===== src/rtl/ecc_pkg.sv =====
package ecc_pkg;
  localparam int DATA_W   = 16;
  localparam int CHK_W    = 5;
  localparam int CODE_W   = DATA_W + CHK_W;
  localparam int SYN_SPAN = 1 << CHK_W;

  // a position (1-based) is a check slot when it is a power of two
  function automatic bit is_chk_pos(input int p);
    return (p & (p - 1)) == 0;
  endfunction

  // 1-based codeword position of data bit k
  function automatic int data_pos(input int k);
    int seen;
    int res;
    seen = 0;
    res  = 0;
    for (int p = 1; p <= CODE_W; p++) begin
      if (!is_chk_pos(p)) begin
        if (seen == k) res = p;
        seen++;
      end
    end
    return res;
  endfunction
endpackage


===== src/rtl/ecc_encoder.sv =====
module ecc_encoder
  import ecc_pkg::*;
#(
  parameter int DW = DATA_W,
  parameter int CW = CHK_W
) (
  input  logic [DW-1:0]    data_i,
  output logic [DW+CW-1:0] code_o
);
  localparam int NW = DW + CW;

  logic [NW-1:0] placed;

  always_comb begin
    placed = '0;
    for (int k = 0; k < DW; k++) begin
      placed[data_pos(k)-1] = data_i[k];
    end
  end

  always_comb begin
    logic par;
    code_o = placed;
    for (int i = 0; i < CW; i++) begin
      par = 1'b0;
      for (int p = 1; p <= NW; p++) begin
        if (((p >> i) & 1) == 1) par = par ^ placed[p-1];
      end
      code_o[(1 << i) - 1] = par;
    end
  end
endmodule


===== src/rtl/ecc_syndrome.sv =====
module ecc_syndrome
  import ecc_pkg::*;
#(
  parameter int DW = DATA_W,
  parameter int CW = CHK_W
) (
  input  logic [DW+CW-1:0] code_i,
  output logic [CW-1:0]    syn_o
);
  localparam int NW = DW + CW;

  always_comb begin
    syn_o = '0;
    for (int i = 0; i < CW; i++) begin
      for (int p = 1; p <= NW; p++) begin
        if (((p >> i) & 1) == 1) syn_o[i] = syn_o[i] ^ code_i[p-1];
      end
    end
  end
endmodule


===== src/rtl/ecc_corrector.sv =====
module ecc_corrector
  import ecc_pkg::*;
#(
  parameter int DW = DATA_W,
  parameter int CW = CHK_W
) (
  input  logic [DW+CW-1:0] code_i,
  input  logic [CW-1:0]    syn_i,
  output logic [DW+CW-1:0] fixed_o,
  output logic [DW-1:0]    data_o,
  output logic             corr_o,
  output logic             uncorr_o
);
  localparam int NW   = DW + CW;
  localparam int SPAN = 1 << CW;
  localparam int NBAD = SPAN - 1 - NW;

  logic [SPAN-1:0] hit;

  for (genvar g = 0; g < SPAN; g++) begin : g_dec
    assign hit[g] = (syn_i == CW'(g));
  end

  if (NBAD > 0) begin : g_bad
    // wide NAND over inverted decode lines of the unused syndromes
    assign uncorr_o = ~&(~hit[SPAN-1:NW+1]);
  end else begin : g_nobad
    assign uncorr_o = 1'b0;
  end

  assign corr_o  = |hit[NW:1];
  assign fixed_o = code_i ^ hit[NW:1];

  always_comb begin
    for (int k = 0; k < DW; k++) begin
      data_o[k] = fixed_o[data_pos(k)-1];
    end
  end
endmodule


===== src/rtl/ecc_codec.sv =====
module ecc_codec
  import ecc_pkg::*;
#(
  parameter int DW         = DATA_W,
  parameter int CW         = CHK_W,
  parameter bit PIPE_STAGE = 1'b1
) (
  input  logic             clk,
  input  logic             rst_n,
  input  logic [DW-1:0]    wr_data,
  output logic [DW+CW-1:0] wr_code,
  input  logic             rd_en,
  input  logic [DW+CW-1:0] rd_code,
  output logic [DW-1:0]    rd_data,
  output logic             rd_corrected,
  output logic             rd_uncorrectable
);
  localparam int NW = DW + CW;

  logic [CW-1:0] syn_w;
  logic [NW-1:0] fixed_w;
  logic [DW-1:0] dat_w;
  logic          corr_w;
  logic          unc_w;

  ecc_encoder #(.DW(DW), .CW(CW)) u_enc (
    .data_i (wr_data),
    .code_o (wr_code)
  );

  ecc_syndrome #(.DW(DW), .CW(CW)) u_syn (
    .code_i (rd_code),
    .syn_o  (syn_w)
  );

  ecc_corrector #(.DW(DW), .CW(CW)) u_cor (
    .code_i   (rd_code),
    .syn_i    (syn_w),
    .fixed_o  (fixed_w),
    .data_o   (dat_w),
    .corr_o   (corr_w),
    .uncorr_o (unc_w)
  );


  clean_quiet_chk: assert property (@(posedge clk) disable iff (!rst_n)
    (syn_w == '0) |-> (!corr_w && !unc_w && fixed_w == rd_code));


  miss_keep_chk: assert property (@(posedge clk) disable iff (!rst_n)
    unc_w |-> (fixed_w == rd_code && !corr_w));


  single_flip_chk: assert property (@(posedge clk) disable iff (!rst_n)
    corr_w |-> ($countones(fixed_w ^ rd_code) == 1));

  if (PIPE_STAGE) begin : g_pipe
    logic [DW-1:0] data_q, data_d;
    logic          corr_q, corr_d;
    logic          unc_q,  unc_d;

    always_comb begin
      data_d = data_q;
      corr_d = corr_q;
      unc_d  = unc_q;
      if (rd_en) begin
        data_d = dat_w;
        corr_d = corr_w;
        unc_d  = unc_w;
      end
    end

    always_ff @(posedge clk or negedge rst_n) begin
      if (!rst_n) begin
        data_q <= '0;
        corr_q <= 1'b0;
        unc_q  <= 1'b0;
      end else begin
        data_q <= data_d;
        corr_q <= corr_d;
        unc_q  <= unc_d;
      end
    end

    assign rd_data          = data_q;
    assign rd_corrected     = corr_q;
    assign rd_uncorrectable = unc_q;


    hold_chk: assert property (@(posedge clk) disable iff (!rst_n)
      !rd_en |=> ($stable(rd_data) && $stable(rd_corrected) && $stable(rd_uncorrectable)));
  end else begin : g_flow
    assign rd_data          = dat_w;
    assign rd_corrected     = corr_w;
    assign rd_uncorrectable = unc_w;
  end


  flag_excl_chk: assert property (@(posedge clk) disable iff (!rst_n)
    !(rd_corrected && rd_uncorrectable));
endmodule


===== config.mk =====
export PLATFORM = sky130hd
export DESIGN_NAME = ecc_codec
export DESIGN_NICKNAME = d
export VERILOG_FILES = /design/src/rtl/ecc_pkg.sv /design/src/rtl/ecc_encoder.sv /design/src/rtl/ecc_syndrome.sv /design/src/rtl/ecc_corrector.sv /design/src/rtl/ecc_codec.sv
export SDC_FILE = /design/constraint.sdc
export NUM_CORES = 1
export LEC_CHECK = 0
export CAP_MARGIN = 30
export CORE_AREA = 2 2 67 69
export DETAILED_ROUTE_END_ITERATION = 10
export DIE_AREA = 0 0 69 71
export PLACE_DENSITY = 0.75
export SKIP_CTS_REPAIR_TIMING = 1
export SLEW_MARGIN = 20
export SYNTH_ARGS = -nofsm -noshare
export SYNTH_HDL_FRONTEND = slang
export SYNTH_SLANG_ARGS = --single-unit

===== constraint.sdc =====
create_clock -name clk -period 1.1 [get_ports clk]
set_input_delay 0.165 -clock clk [delete_from_list [all_inputs] [get_ports clk]]
set_output_delay 0.165 -clock clk [all_outputs]
set_load 0.02 [all_outputs]

== Word-level counts from Yosys, hierarchy flattened ==
Cells that the tools add are included.

* ROM bits: 0
* Output and inout port bits: 39
* Register bits: 18
* Logic and storage cells: 114
* Memories: 0
* RAM bits: 0
* Latch bits: 0

* Bitwise operators: 77
* Divide/modulo/power cells: 0
* Muxes and demuxes: 0
* Shift operators: 0
* Multipliers: 0
* Order comparisons: 0
* Reductions and logical operators: 3
* $add $sub $neg: 0
* Equality and inequality tests: 31

{| class="wikitable"
|+ Operator list
! cell !! number
|-
| $eq A5 B5 Y1 const B || 16
|-
| $xor A1 B1 Y1 || 75
|-
| $eq A5 B4 Y1 const B || 8
|-
| $reduce_or A21 Y1 || 1
|-
| $xor A21 B21 Y21 || 1
|-
| $eq A5 B3 Y1 const B || 4
|-
| $eq A5 B2 Y1 const B || 2
|-
| $not A10 Y10 || 1
|-
| $reduce_and A10 Y1 || 1
|-
| $eq A5 B1 Y1 const B || 1
|-
| $logic_not A1 Y1 || 1
|}

== Logic depth before layout (Yosys ltp) ==
* Depth in word-level cells: 14
* Depth in mapped cells: 6
* Gate-level depth less buffers: 6

== Modules after synthesis ==
From an unflattened synthesis, not the netlist that was laid out.

* Cell total of the unflattened synthesis: 183
* Area, all modules: 2038.2 µm²

{| class="wikitable"
|+ Modules (own cells, without submodules)
! module !! sequential area each (µm²) !! instances !! area each (µm²) !! cells each
|-
| ecc_codec || 450.4 || 1 || 721.9 || 38
|-
| ecc_corrector || 0.0 || 1 || 635.6 || 78
|-
| ecc_encoder || 0.0 || 1 || 371.6 || 40
|-
| ecc_syndrome || 0.0 || 1 || 309.0 || 27
|}

== Least setup slack after synthesis ==
No wires, ideal clock.

* Path type: input port to flip-flop
* Start: input port rd_code[10]
* End: register g_pipe.data_q[0] (netlist: rd_data[0])
* Cell stages on the path: 6
* Arrival time: 1.846 ns
* Setup slack: -0.828 ns
* Data required time: 1.018 ns
* Cells stage by stage: xor3_1 -> xnor3_2 -> xor2_1 -> nand2_2 -> or3_1 -> a31oi_1

* Word-level cells in the longest chain between the ends: 8

{| class="wikitable"
|+ RTL lines
! element !! RTL line !! RTL
|-
| start, declared || ecc_codec.sv:13 || <nowiki>input logic [DW+CW-1:0] rd_code,</nowiki>
|-
| $xor A1 B1 Y1 (6 in series) || ecc_syndrome.sv:16 || <nowiki>if (((p >> i) & 1) == 1) syn_o[i] = syn_o[i] ^ code_i[p-1];</nowiki>
|-
| $eq A5 B2 Y1 (*) || ecc_corrector.sv:21 || <nowiki>assign hit[g] = (syn_i == CW'(g));</nowiki>
|-
| $xor A21 B21 Y21 (*) || ecc_corrector.sv:32 || <nowiki>assign fixed_o = code_i ^ hit[NW:1];</nowiki>
|-
| end signal, assigned || ecc_codec.sv:79 || <nowiki>data_q <= data_d;</nowiki>
|-
| end, declared || ecc_codec.sv:58 || <nowiki>logic [DW-1:0] data_q, data_d;</nowiki>
|}

Every way passes the cells marked *; elsewhere a longest branch is shown, timed or not.
A chain may end at the register's enable or synchronous reset.

== Worst setup path in the final report ==
* Start: input port rd_code[2]
* End: register g_pipe.data_q[8] (netlist: rd_data[8])

* Word-level cells in the longest chain between the ends: 12

{| class="wikitable"
|+ RTL lines
! element !! RTL line
|-
| $xor A1 B1 Y1 (10 in series) || ecc_syndrome.sv:16
|-
| $eq A5 B4 Y1 (*) || ecc_corrector.sv:21
|-
| $xor A21 B21 Y21 (*) || ecc_corrector.sv:32
|}

Marks and branches as above.

==> impl_metrics.env <==
export IMPL_layoutNonFillerInstCount=340
export IMPL_dp_hpwl_mm=3.651
export IMPL_yosysUniqueCellTypes=25
export IMPL_path_class="in2reg"
export IMPL_die_area_mm2=0.004899
export IMPL_grtUsageTotal_pct=17.90
export IMPL_post_route_util_pct=84.52
export IMPL_drv_cap=0
export IMPL_grt_pass1_vias=1553
export IMPL_final_nets=330
export IMPL_synth_seq_cells=18
export IMPL_drtPass1Iterations=6
export IMPL_synth_edf_count=0
export IMPL_ios=79
export IMPL_drtAntennaViolNets=0
export IMPL_dp_cells=325
export IMPL_synth_seq_area_share_pct=27.44
export IMPL_fin_ws_ns=-1.056
export IMPL_yosys_most_used_dff="dfrtp_1"
export IMPL_synth_most_common_cell="xnor2_1"
export IMPL_peakVddDrop_uv=971.1
export IMPL_synth_warnings=0
export IMPL_drv_slew=0
export IMPL_status="finished, violations left"
export IMPL_synth_cells=179
export IMPL_routed_wl_mm=7.462
export IMPL_syn_area_mm2=0.001642
export IMPL_synth_area_leaders="dfrtp_1 (27%), xnor2_1 (22%), buf_4 (7.3%)"
export IMPL_rsz0062_at_grt="yes"
export IMPL_grt_start_max_net_pins=23
export IMPL_synth_fp_nets=219
export IMPL_row_count=24
export IMPL_cts_tree="yes"
export IMPL_tns_ns=-17.75
export IMPL_synth_avg_cell_area_um2=9.171
export IMPL_tightest_slew_ns=0.3391
export IMPL_die_h_um=71
export IMPL_cp_start_kind="primary input"
export IMPL_clock_path_buffers=2
export IMPL_hp_class="in2reg"
export IMPL_period_needed_ns=2.156
export IMPL_root_buffer="clkbuf_8"
export IMPL_setup_viol=23
export IMPL_end_kind="register"
export IMPL_grt_pass1_wl_mm=7.182
export IMPL_drt_initial_drc_count=120
export IMPL_start_util_pct=39.05
export IMPL_fin_crit_sh_pct=196.0
export IMPL_leakage_nw=1.788
export IMPL_worst_path_max_fanout=5
export IMPL_place_congestion=0.8233
export IMPL_ys_async_sr_fraction_pct=100.0
export IMPL_worstHoldPathCells=3
export IMPL_cp_arrival_ns=2.33
export IMPL_synth_commonest_cells="xnor2_1 (42), dfrtp_1 (18), o21ai_0 (17)"
export IMPL_violations="setup timing"
export IMPL_vias=1874
export IMPL_syn2layout_area_growth_pct=116.5
export IMPL_cts_htree_levels=1
export IMPL_power_density_mw_per_mm2=1411
export IMPL_clk_latency_ns=0.26
export IMPL_portBuffers=78
export IMPL_required_ns=1.27
export IMPL_clock_sinks=18
export IMPL_hold_viol=0
export IMPL_skew_ns=0
export IMPL_fmaxAchievable_ghz=0.4638
export IMPL_antennaDiodeCount=0
export IMPL_avgRoutedWirePerCell_um=21.95
export IMPL_grt_overflow_total=0
export IMPL_drc=0
export IMPL_viasPerCell=5.512
export IMPL_synth_area_leader_cell="dfrtp_1"
export IMPL_antenna_found_initial=0
export IMPL_yosysTopAreaCellShare_pct=27.44
export IMPL_drive_gt1_share_pct=47.22
export IMPL_die_x_um=69
export IMPL_cts_buffers=3
export IMPL_clk_pin_slew_ns=0.08
export IMPL_worstRegToRegCells=3
export IMPL_slew_headroom_pct=77.04
export IMPL_core_mm2=0.004204
## cells by family after synthesis
group / count (synthesis) / share of synthesized area [%]
and+or+nand+nor: 43 / 13.41
DFF: 18 / 27.44
muxes: 1 / 0.6859
buffers and inverters: 21 / 8.460
xor gates and xnor gates: 61 / 37.58
AOI/OAI and AO/OA: 35 / 12.42
## cells in the final DEF (no fill, tap or decap), types with 3 or more instances in the layout
master	count
buf_4	44
dlymetal6s2s_1	43
xnor2_2	24
dfrtp_1	18
buf_6	16
xnor2_4	15
o21ai_0	15
nor2_1	15
a31oi_1	15
or3_1	14
clkdlybuf4s50_1	14
xor2_4	5
xnor2_1	5
xor2_2	4
xor2_1	4
nand2_4	3
nand3_4	3
nand2_2	3
clkbuf_8	3
buf_12	3
## through the flow
step | power, mW | hold slack [ns] | cell area [um2] | setup slack [ns]
after floorplan | 2.402 | -0.1306 | 1777 | -0.6426
after global routing | 5.213 | 0.2173 | 3553 | -1.093
final | 5.015 | 0.2234 | 3553 | -1.056
after detailed placement | 3.464 | 0.5157 | 2770 | -1.407
after CTS | 3.935 | 0.2480 | 2811 | -1.143
after global placement | 3.421 | 0.4947 | 2770 | -1.347
## worst paths after layout
path                        startpoint          end  slack [ns]
min reg2reg                rd_data[12]  rd_data[12]        0.54
max                         rd_code[2]   rd_data[8]       -1.06
min                         rd_code[2]   rd_data[0]        0.22
max reg2reg                 rd_data[6]   rd_data[6]        0.27
min in group asynchronous        rst_n   rd_data[4]        0.26
max in group asynchronous        rst_n   rd_data[1]        0.64
## critical path, stage by stage
cell,delay [ns]
buf_6,0.10
xor3_2,0.42
xor3_2,0.55
xnor2_4,0.33
nand2_4,0.12
or3_1,0.44
a31oi_1,0.19
## registers in the layout, summed over array words and instances, names as in the netlist
name              count
rd_data              16
rd_uncorrectable      1
rd_corrected          1
## cell type report
class | count | area, um2
multi-input combinational | 142 | 1704
timing repair buffer | 124 | 1289
fill | 193 | 650.6
sequential | 18 | 450.4
tap | 52 | 65.06
clock buffer | 3 | 41.29
inverter | 1 | 3.754
## power by group
part           total [mW]  leakage, nW  internal, mW  switching, mW
clock network       0.494       0.0216         0.244          0.249
logic                3.66         1.56          1.70           1.96
registers           0.864        0.203         0.785         0.0785
## layer usage
layer / GRT usage, % / part of all wire, %
met2: 33.33 / 56
met4: 3.268 / 4.3
met3: 1.282 / 4.9
met5: 0 / 0
met1: 23.02 / 35
(Power assumes the default switching activity.)
